$ cat src/rtl/tick_timer_pkg.sv
package tick_timer_pkg;
   localparam int SEL_W    = 3;
   localparam int CLR_BIT  = 3;
   localparam int HALT_BIT = 4;
   localparam int WR_W     = HALT_BIT + 1;
   localparam int FLAG_BIT = 0;

   typedef enum logic [1:0] {
      ADDR_CTRL  = 2'd0,
      ADDR_COUNT = 2'd1,
      ADDR_CAPT  = 2'd2,
      ADDR_FLAG  = 2'd3
   } tt_addr_e;
endpackage

$ cat src/rtl/tt_edge_sync.sv
module tt_edge_sync #(
   parameter int STAGES = 2
) (
   input  logic clk,
   input  logic rst_n,
   input  logic din,
   output logic rise
);
   logic [STAGES:0] sh_q;

   always_ff @(posedge clk or negedge rst_n) begin
      if (!rst_n) sh_q <= '0;
      else        sh_q <= {sh_q[STAGES-1:0], din};
   end

   // sh_q[STAGES-1] is the last synchronizer flop, sh_q[STAGES] its history
   assign rise = sh_q[STAGES-1] & ~sh_q[STAGES];
endmodule

$ cat src/rtl/tt_prescaler.sv
module tt_prescaler #(
   parameter int SEL_W = 3
) (
   input  logic                    clk,
   input  logic                    rst_n,
   input  logic                    clr,
   output logic [(2**SEL_W)-2:0]   taps
);
   localparam int TAP_N = (2**SEL_W) - 1;
   localparam int DIV_W = TAP_N - 1;

   logic [DIV_W-1:0] div_q;

   always_ff @(posedge clk or negedge rst_n) begin
      if (!rst_n)   div_q <= '0;
      else if (clr) div_q <= '0;
      else          div_q <= div_q + 1'b1;
   end

   // tap k pulses in the cycle where divider bit k-1 has just risen
   for (genvar k = 0; k < TAP_N; k++) begin : g_tap
      if (k == 0) begin : g_full
         assign taps[k] = 1'b1;
      end else if (k == 1) begin : g_half
         assign taps[k] = div_q[0];
      end else begin : g_div
         assign taps[k] = div_q[k-1] & ~(|div_q[k-2:0]);
      end
   end
endmodule

$ cat src/rtl/tt_counter.sv
module tt_counter #(
   parameter int W = 16
) (
   input  logic         clk,
   input  logic         rst_n,
   input  logic         clr,
   input  logic         en,
   output logic [W-1:0] count
);
   always_ff @(posedge clk or negedge rst_n) begin
      if (!rst_n)   count <= '0;
      else if (clr) count <= '0;
      else if (en)  count <= count + 1'b1;
   end
endmodule

$ cat src/rtl/tt_capture.sv
module tt_capture #(
   parameter int W = 16
) (
   input  logic         clk,
   input  logic         rst_n,
   input  logic         trig,
   input  logic         block,
   input  logic         flag_clr,
   input  logic [W-1:0] count,
   output logic [W-1:0] cap_val,
   output logic         flag
);
   logic take;
   assign take = trig & ~block;

   always_ff @(posedge clk or negedge rst_n) begin
      if (!rst_n) begin
         cap_val <= '0;
         flag    <= 1'b0;
      end else begin
         if (take) cap_val <= count;
         if (take)          flag <= 1'b1;
         else if (flag_clr) flag <= 1'b0;
      end
   end
endmodule

$ cat src/rtl/tick_timer.sv
module tick_timer
   import tick_timer_pkg::*;
#(
   parameter int CNT_W       = 16,
   parameter int SYNC_STAGES = 2
) (
   input  logic                clk,
   input  logic                rst_n,
   input  logic                bus_wr,
   input  logic [1:0]          bus_addr,
   input  logic [WR_W-1:0]     bus_wdata,
   output logic [CNT_W-1:0]    bus_rdata,
   input  logic                ext_clk,
   input  logic                cap_in,
   output logic [CNT_W-1:0]    count_o,
   output logic                cap_flag_o
);
   localparam int SRC_N = 2**SEL_W;

   if (CNT_W < WR_W) begin : g_bad_width
      $error("tick_timer: CNT_W must hold the control word");
   end
   if (SYNC_STAGES < 2) begin : g_bad_sync
      $error("tick_timer: SYNC_STAGES must be at least 2");
   end

   tt_addr_e         addr;
   logic             halt_q;
   logic [SEL_W-1:0] sel_q;
   logic             ctrl_wr, clr_pulse, flag_clr;
   logic             ext_rise, cap_rise, tick;
   logic [SRC_N-2:0] taps;
   logic [SRC_N-1:0] sources;
   logic [CNT_W-1:0] count, cap_val;
   logic             cap_flag;

   assign addr      = tt_addr_e'(bus_addr);
   assign ctrl_wr   = bus_wr && (addr == ADDR_CTRL);
   assign clr_pulse = ctrl_wr && bus_wdata[CLR_BIT];
   assign flag_clr  = bus_wr && (addr == ADDR_FLAG) && bus_wdata[FLAG_BIT];

   always_ff @(posedge clk or negedge rst_n) begin
      if (!rst_n) begin
         halt_q <= 1'b1;
         sel_q  <= '0;
      end else if (ctrl_wr) begin
         halt_q <= bus_wdata[HALT_BIT];
         sel_q  <= bus_wdata[SEL_W-1:0];
      end
   end

   tt_edge_sync #(.STAGES(SYNC_STAGES)) u_ext_sync (
      .clk(clk), .rst_n(rst_n), .din(ext_clk), .rise(ext_rise)
   );

   tt_edge_sync #(.STAGES(SYNC_STAGES)) u_cap_sync (
      .clk(clk), .rst_n(rst_n), .din(cap_in), .rise(cap_rise)
   );

   tt_prescaler #(.SEL_W(SEL_W)) u_presc (
      .clk(clk), .rst_n(rst_n), .clr(clr_pulse), .taps(taps)
   );

   // the all-ones select code picks the external pin
   assign sources = {ext_rise, taps};
   assign tick    = sources[sel_q];

   tt_counter #(.W(CNT_W)) u_cnt (
      .clk(clk), .rst_n(rst_n), .clr(clr_pulse),
      .en(tick & ~halt_q), .count(count)
   );

   tt_capture #(.W(CNT_W)) u_cap (
      .clk(clk), .rst_n(rst_n), .trig(cap_rise), .block(halt_q),
      .flag_clr(flag_clr), .count(count), .cap_val(cap_val), .flag(cap_flag)
   );

   always_comb begin
      bus_rdata = '0;
      unique case (addr)
         ADDR_CTRL: begin
            bus_rdata[SEL_W-1:0] = sel_q;
            bus_rdata[HALT_BIT]  = halt_q;
         end
         ADDR_COUNT: bus_rdata = count;
         ADDR_CAPT:  bus_rdata = cap_val;
         ADDR_FLAG:  bus_rdata[FLAG_BIT] = cap_flag;
      endcase
   end

   assign count_o    = count;
   assign cap_flag_o = cap_flag;
endmodule

$ cat config.mk
export PLATFORM = sky130hd
export DESIGN_NAME = tick_timer
export DESIGN_NICKNAME = d
export VERILOG_FILES = /design/src/rtl/tick_timer_pkg.sv /design/src/rtl/tt_edge_sync.sv /design/src/rtl/tt_prescaler.sv /design/src/rtl/tt_counter.sv /design/src/rtl/tt_capture.sv /design/src/rtl/tick_timer.sv
export SDC_FILE = /design/constraint.sdc
export NUM_CORES = 1
export LEC_CHECK = 0
export ABC_AREA = 1
export BUFFER_PORTS_ARGS = -buffer_cell sky130_fd_sc_hd__buf_2
export CAP_MARGIN = 40
export CORE_AREA = 2 2 71 73
export CTS_CLUSTER_DIAMETER = 50
export DETAILED_ROUTE_END_ITERATION = 7
export DIE_AREA = 0 0 73 75
export GPL_ROUTABILITY_DRIVEN = 0
export PLACE_DENSITY_LB_ADDON = 0.12
export SYNTH_ARGS = -nofsm -noshare
export SYNTH_HDL_FRONTEND = slang
export SYNTH_SLANG_ARGS = --single-unit
export TNS_END_PERCENT = 5
$ cat constraint.sdc
create_clock -name clk -period 3.9 [get_ports clk]
set_input_delay 0.78 -clock clk [delete_from_list [all_inputs] [get_ports clk]]
set_output_delay 0.78 -clock clk [all_outputs]
set_load 0.02 [all_outputs]
==> impl_results.md, run 1 <==
- Pleak: 1.67 nW
- Layout area overhead: 13.7%
- Post-CTS Resized: 0
- Dpl hpwl: 4420 µm
- Die Span Y: 75 µm
- Crit path max-delay cell type: ha_1
- Critical path's top delay family: adder cells
- Hold Path Class: reg -> reg
- Grt total ovfl: 0
- Post-synthesis sequential area ratio: 44.1%
- Register-to-Register Path Depth: 12
- Final antenna-violating net count: 0
- GR Layer Usage met1: 35.7%
- Worst R2R Setup Slack: 2130 ps
- Crit end category: output pin
- Largest net degree at the start of global routing: 33
- Clk_skew: 8.95 ps
- Setup WS post-layout: 1070 ps
- Worst path cell trace: buf_2 -> inv_1 -> ha_1 -> nand2_1 -> a32oi_1 -> buf_2
- Hold WS: 354 ps
- Status: completed
- Power Dens Cells: 633 mW/mm²
- Setup Buffers After CTS: 0
- Clock Latency Late Sink: 310 ps
- Count of clock tree sinks: 49
- Synthesized area: 0.00278 mm²
- CTS Buffer Depth: 2
- Post-Syn Instances: 366
- Post-Syn Nets: 388
- Slew headroom: 42.6%
- DR vias: 2453
- Placed Instances: 452
- Critical Path Fanout Max: 16
- GR Layer Usage met2: 39.0%
- Total wire length: 6170 µm
- Final instance count without filler cells: 460
- Worst ir drop on vdd: 0.380 mV
- Number of cell rows: 25
- Async SR Flop Fraction: 100%
- Core Util, Final: 67.9%
- Crit path kind: in -> out
- First-pass GRT wire length: 10600 µm
- Worst Tran Pin Value: 859 ps
- Area of the multi-input gates: 0.00134 mm²
- Syn_area_per_cell: 7.61 µm²
- Hold-fix buffer count after cts: 0
- Fillers: 402
- Commonest non-fill, non-tap cell in the layout: nand2_1
- Die area: 0.00548 mm²
- Sequential cell area: 0.00123 mm²
- Yosys reg bits: 49
- DR vias/cell: 5.33
- Setup TNS: 0 ps
- Max Clock Freq: 0.353 GHz
- Vias in the first global route: 2254
- Max H-tree Level: 2
- Ratio of cells with drive above 1 in the final layout: 17.2%
- CP bufs+invs: 3
- # nets final: 427
- Initial antenna violation count: 0
- Worst setup SP type: input pin
- Max_cap viols: 0
- Final min period: 2830 ps
- WL/cell: 13.4 µm
- Initial Util: 59.7%
- Number of flops mapped to enable cells by yosys: 0
- Pre-CTS setup slack: 1060 ps
- Hold Path Depth: 0
- RSZ-0062 raised after global routing: no
- Core area: 0.00466 mm²
- Commonest non-fill, non-tap cells in the layout: 123 x nand2_1, 48 x dfrtp_1, 44 x buf_2, 39 x inv_1, 31 x nand3_1
- DR DRC count: 0
- Ys flop type: dfrtp_1
- Ys Warns: 0
- Pre-antenna DRT Iters: 5
- Max stage delay on crit path: 520 ps
- CTS tree: built
- Final number of max-transition violations: 0
- Fin. Hold Viols: 0
- Critical path arrival: 2050 ps
- Synth cell types: 29
- CP Depth: 6
- Final worst path period share: 72.6%
- Grt peak-use layer: met2
- Worst Path Required: 3120 ps
- Port bufs: 44
- Antenna fix cells: 0
- Met3 usage: 4.69%
- TritonCTS buffer count: 5
- I/O Pins: 45
- CTS clk-pin slew, worst paths: 90 ps
- Finish-stage setup viols: 0
- Clk root buf: clkbuf_8
- Cell mode on critical path: buf_2
- Die Width: 73 µm
- Starting DRT DRC Count: 213
- Tot GR Track Use: 24.9%
[worst paths after layout]
check	startpoint	endpoint
worst max-delay path	bus_addr[0]	bus_rdata[0]
worst min-delay path	u_ext_sync.sh_q[0]	u_ext_sync.sh_q[1]
worst max register to register	u_presc.div_q[0]	u_cnt.count[15]
worst min register to register	u_ext_sync.sh_q[0]	u_ext_sync.sh_q[1]
max in group asynchronous	rst_n	halt_q
min in group asynchronous	rst_n	u_cap_sync.sh_q[1]
[registers in the layout, summed over array words and instances (netlist names)]
register         count
halt_q               1
sel_q                3
u_cap.cap_val       16
u_cap.flag           1
u_cap_sync.sh_q      3
u_cnt.count         16
u_ext_sync.sh_q      3
u_presc.div_q        6
[cell usage after synthesis, types with 2 or more instances]
cell type / number / area share (%)
nand2_1: 123 / 17
dfrtp_1: 48 / 43
inv_1: 39 / 5.3
nand3_1: 31 / 5.6
nor2_1: 29 / 3.9
a21oi_1: 20 / 3.6
o21ai_0: 17 / 3.1
ha_1: 10 / 4.5
clkbuf_1: 9 / 1.2
mux2_2: 6 / 2.4
xor2_1: 6 / 1.9
nand4_1: 4 / 0.90
nor3_1: 4 / 0.72
buf_2: 3 / 0.54
nor3_2: 2 / 0.72
nor3_4: 2 / 1.2
[where the power goes]
group          leakage, nW  total [W]  internal [W]  switching [W]
Sequential           0.625   0.000892      0.000680       0.000212
Combinational        0.980   0.000685      0.000254       0.000431
Clock               0.0681   0.000428      0.000255       0.000173
[routing by layer]
| layer | wire, µm | vias up |
|---|---|---|
| met1 | 3070 | 1143 |
| met4 | 91 | 0 |
| li1 | - | 1235 |
| met2 | 2730 | 65 |
| met3 | 287 | 10 |
| met5 | 0 | - |
[cell type report]
cell class,instances,share of cell area [%]
Multi-Input combinational cell,264,42.4
Sequential cell,49,38.8
Timing Repair Buffer,46,7.83
Inverter,39,4.62
Clock buffer,5,2.17
Tap cell,54,2.13
Clock inverter,3,2.06
[cells by family (layout without fill, tap and decap cells)]
family	after synthesis	in the layout	synth area share, %
XOR/XNOR	7	7	2.20
flip-flops	49	49	44.1
AND/OR/NAND/NOR	202	202	32.0
buffers and inverters	53	93	7.69
AO/OA/AOI/OAI	39	39	7.15
adder cells (fa/ha/maj)	10	10	4.49
multiplexers	6	6	2.43
[metrics by stage]
| stage | power (W) | area, µm² |
|---|---|---|
| floorplan | 0.00135 | 2780 |
| global placement | 0.00156 | 3010 |
| detailed placement | 0.00158 | 3030 |
| CTS | 0.00201 | 3170 |
| global route | 0.00215 | 3170 |
| finish | 0.00200 | 3170 |
No activity file was read; power rests on OpenSTA's default activity.
==> run 2, diff against run 1 <==
CORE_AREA = 2 2 74 76   (was 2 2 71 73)
DIE_AREA = 0 0 76 78   (was 0 0 73 75)
clock period = 2.75 ns   (was 3.9 ns; I/O delays follow)
==> impl_results.md, run 2 (same netlist as run 1, synthesis figures left out) <==
- Status: completed
- Die Width: 76 µm
- Initial antenna violation count: 0
- Commonest non-fill, non-tap cell in the layout: nand2_1
- I/O Pins: 45
- Sequential share of power: 48.0%
- Combinational power share: 36.7%
- CTS tree: built
- Antenna fix cells: 0
- Worst path cell trace: buf_2 -> inv_1 -> ha_1 -> buf_4 -> nand2_1 -> a32oi_1 -> buf_2
- Number of cell rows: 26
- Cell mode on critical path: buf_2
- Register-to-Register Path Depth: 12
- Power Dens Cells: 839 mW/mm²
- Worst R2R Setup Slack: 920 ps
- Hold Path Class: in -> async
- Sw frac: 43.0%
- Post-CTS Resized: 0
- Slew headroom: 60.6%
- Max H-tree Level: 2
- Clock share of power: 15.3%
- Pre-antenna DRT Iters: 4
- RSZ-0062 raised after global routing: no
- Count of clock tree sinks: 49
- WL/cell: 13.2 µm
- Fillers: 467
- Hold-fix buffer count after cts: 0
- Worst setup SP type: input pin
- Switching power: 0.00114 W
- Die area: 0.00593 mm²
- Finish-stage setup viols: 0
- Worst Tran Pin Value: 590 ps
- Setup Buffers After CTS: 0
- Final antenna-violating net count: 0
- First-pass GRT wire length: 11200 µm
- Critical Path Fanout Max: 16
- Max_cap viols: 0
- Dpl hpwl: 4570 µm
- Tot GR Track Use: 23.7%
- Clock Latency Late Sink: 300 ps
- Critical path's top delay family: buffers and inverters
- CP bufs+invs: 4
- Final worst path period share: 78.1%
- Vias in the first global route: 2298
- Post-DP Area: 0.00307 mm²
- Initial Util: 55.2%
- Clk_skew: 8.62 ps
- Clk root buf: clkbuf_8
- CTS Buffer Depth: 2
- Worst ir drop on vdd: 0.597 mV
- Critical R2R Launch: u_presc.div_q[0]
- Pleak: 1.66 nW
- Crit end category: output pin
- Cell Int Power: 0.00151 W
- Ratio of cells with drive above 1 in the final layout: 17.6%
- DR vias/cell: 5.11
- CTS clk-pin slew, worst paths: 90 ps
- Critical path arrival: 1600 ps
- Max stage delay on crit path: 210 ps
- TritonCTS buffer count: 5
- Fin. Hold Viols: 0
- Max Clock Freq: 0.466 GHz
- Starting DRT DRC Count: 162
- Largest net degree at the start of global routing: 26
- Final min period: 2150 ps
- Sequential cell area: 0.00123 mm²
- Core area: 0.00504 mm²
- Die Span Y: 78 µm
- Largest regs: u_cap.cap_val: 16 flops, u_cnt.count: 16 flops, u_presc.div_q: 6 flops
- Worst Path Required: 2200 ps
- Crit path max-delay cell type: buf_4
- Layout area overhead: 13.2%
- Setup TNS: 0 ps
- Worst reg2reg endpoint: u_cnt.count[15]
- Port bufs: 44
- Commonest non-fill, non-tap cells in the layout: 123 x nand2_1, 48 x dfrtp_1, 44 x buf_2, 39 x inv_1, 31 x nand3_1
- Area of the multi-input gates: 0.00134 mm²
- # nets final: 431
- Grt total ovfl: 0
- Design area: 0.00315 mm²
- DR vias: 2452
- DR DRC count: 0
- Total wire length: 6330 µm
- Final number of max-transition violations: 0
- Crit path kind: in -> out
-- run 2: worst register-to-register path, stage by stage, from the launching register on --
cell and delay, ps:
dfrtp_1 430, inv_1 120, ha_1 210, inv_1 50, nor2_1 80, nand3_1 70
nand2_1 70, nand2_1 60, nand2_2 70, nand3_4 200, nand2_4 260, nand2_1 90
nand2_1 60
-- run 2: final cells by class --
cell class,count,share of cell area (%)
timing repair buffer,50,8.42
sequential,49,39.0
clock inverter,1,0.159
inverter,39,4.65
clock buffer,7,2.42
multi-input combinational,264,42.6
tap,70,2.78
-- run 2: worst max path at each step --
stage | to | cells past startpoint | start | slack [ps]
3_3_place_gp | bus_rdata[0] | 7 | bus_addr[0] | 620
3_5_place_dp | bus_rdata[0] | 7 | bus_addr[1] | 600
4_1_cts | bus_rdata[0] | 7 | bus_addr[1] | 600
6_report | bus_rdata[0] | 7 | bus_addr[1] | 600
5_1_grt | bus_rdata[0] | 7 | bus_addr[1] | 510
2_1_floorplan | bus_rdata[5] | 6 | bus_addr[1] | 500
-- run 2: power by group through the flow --
stage	Clock [W]	Combinational, W	Sequential [W]
after floorplan	0	0.000636	0.00128
after global placement	0	0.000952	0.00127
after detailed placement	0	0.000970	0.00128
after CTS	0.000419	0.000976	0.00126
after global routing	0.000449	0.00111	0.00131
final	0.000403	0.000970	0.00127
-- run 2: per-layer routing --
metal / track usage (%) / wire, µm / vias to the layer above
met2: 37.1 / 2800 / 50
met1: 34.4 / 3260 / 1161
li1: - / - / 1237
met3: 4.19 / 228 / 4
met4: 5.82 / 46 / 0
met5: 0 / 0 / -
-- run 2: through the flow --
step | setup slack [ps] | hold slack, ps | total power [W] | instances | util, %
finish | 602 | 147 | 0.00264 | 480 | 62.5
CTS | 597 | 157 | 0.00266 | 480 | 62.5
global placement | 619 | 332 | 0.00222 | 472 | 60.9
floorplan | 503 | 254 | 0.00192 | 366 | -
global route | 514 | 167 | 0.00288 | 480 | 62.5
detailed placement | 601 | 337 | 0.00225 | 472 | 60.9
==> run 3, diff against run 2 <==
clock period = 2 ns   (was 2.75 ns; I/O delays follow)
==> impl_results.md, run 3 (same netlist as run 1, synthesis figures left out) <==
- Clk root buf: clkbuf_8
- Hold Path Class: in -> async
- Worst Path Required: 1600 ps
- Dpl hpwl: 4640 µm
- Final number of max-transition violations: 0
- Largest regs: u_cap.cap_val: 16 flops, u_cnt.count: 16 flops, u_presc.div_q: 6 flops
- Antenna fix cells: 0
- Port bufs: 44
- Sequential cell area: 0.00123 mm²
- Die Width: 76 µm
- Setup Buffers After CTS: 0
- Sequential share of power: 46.8%
- Clk_skew: 12.2 ps
- Max Clock Freq: 0.533 GHz
- Grt total ovfl: 0
- Final min period: 1880 ps
- Finish-stage setup viols: 0
- Register-to-Register Path Depth: 12
- Critical path arrival: 1480 ps
- Max H-tree Level: 2
- Commonest non-fill, non-tap cell in the layout: nand2_1
- Hold WS: 46.0 ps
- RSZ-0062 raised after global routing: no
- Layout area overhead: 15.2%
- Die area: 0.00593 mm²
- Clock Latency Late Sink: 310 ps
- Power Dens Cells: 1150 mW/mm²
- Commonest non-fill, non-tap cells in the layout: 123 x nand2_1, 48 x dfrtp_1, 44 x buf_2, 39 x inv_1, 31 x nand3_1
- Fillers: 483
- Final antenna-violating net count: 0
- Critical R2R Launch: u_presc.div_q[0]
- I/O Pins: 45
- First-pass GRT wire length: 11300 µm
- CTS clk-pin slew, worst paths: 100 ps
- Combinational power share: 37.3%
- Max_cap viols: 0
- Starting DRT DRC Count: 213
- Worst Setup SP: bus_addr[0]
- Worst Tran Pin Value: 503 ps
- Area of the multi-input gates: 0.00135 mm²
- DR vias: 2440
- Total wire length: 6400 µm
- Crit path kind: in -> out
- Initial antenna violation count: 0
- Number of cell rows: 26
- Crit end category: output pin
- Vias in the first global route: 2287
- Largest net degree at the start of global routing: 30
- Critical Path Fanout Max: 12
- Worst ir drop on vdd: 0.676 mV
- Count of clock tree sinks: 49
- CTS tree: built
- Fin. Hold Viols: 0
- # nets final: 433
- Core area: 0.00504 mm²
- DR DRC count: 0
- Die Span Y: 78 µm
- Final worst path period share: 93.9%
- Worst setup SP type: input pin
- Pleak: 1.68 nW
- TritonCTS buffer count: 5
- WL/cell: 13.3 µm
- Initial Util: 55.2%
- Final Power: 0.00370 W
- Cell Int Power: 0.00209 W
- Sw frac: 43.4%
- Switching power: 0.00160 W
- Slew headroom: 66.4%
- Status: completed
- Setup TNS: 0 ps
- Tot GR Track Use: 23.6%
- Pre-antenna DRT Iters: 4
- Ratio of cells with drive above 1 in the final layout: 18.4%
- CTS Buffer Depth: 2
- Clock share of power: 15.8%
- DR vias/cell: 5.06
run 3: worst max-delay path: stages:
cell and delay (ps):
buf_2 130, inv_1 100, ha_1 290, buf_12 170
nand2_1 60, a21oi_1 150, buf_2 190
run 3: power groups by stage:
stage	registers, W	logic, W	clock network [W]
2_1_floorplan	0.00177	0.000875	0
3_3_place_gp	0.00173	0.00134	0
3_5_place_dp	0.00174	0.00137	0
4_1_cts	0.00172	0.00138	0.000601
5_1_grt	0.00179	0.00157	0.000643
6_report	0.00173	0.00138	0.000586
run 3: metrics by stage:
step / cells / util, % / worst slack (ps) / area (µm²)
final: 482 / 63.6 / 123 / 3210
after global routing: 482 / 63.6 / 7.58 / 3210
after CTS: 482 / 63.4 / 97.6 / 3200
after detailed placement: 474 / 61.7 / 110 / 3110
after global placement: 474 / 61.7 / 152 / 3110
after floorplan: 366 / - / 52.8 / 2780
run 3: worst paths after layout:
path / to / slack [ps]
setup / recovery: bus_rdata[14] / 120
hold / removal: u_cap_sync.sh_q[1] / 50
setup reg to reg: u_cnt.count[9] / 280
hold reg to reg: u_ext_sync.sh_q[1] / 350
max in group asynchronous: u_cnt.count[13] / 1420
min in group clk: u_cap_sync.sh_q[0] / 190
run 3: layout make-up:
| type | instances | share of cell area [%] |
|---|---|---|
| Clock buffer | 6 | 2.26 |
| Tap cell | 70 | 2.73 |
| Inverter | 39 | 4.56 |
| Multi-Input combinational cell | 264 | 42.2 |
| Sequential cell | 49 | 38.3 |
| Clock inverter | 2 | 0.429 |
| Timing Repair Buffer | 52 | 9.52 |
run 3: routing by layer:
layer / routed length [µm] / track usage [%] / vias to the layer above
met2: 2760 / 35.4 / 50
met1: 3240 / 34.9 / 1126
met5: 0 / 0 / -
li1: - / - / 1255
met3: 301 / 3.95 / 9
met4: 103 / 7.82 / 0
run 3: what timing repair did:
item                                    in CTS  in global routing
gates resized for setup                      0                  2
hold buffers                                 0                  0
endpoints found under the setup margin       0                  6
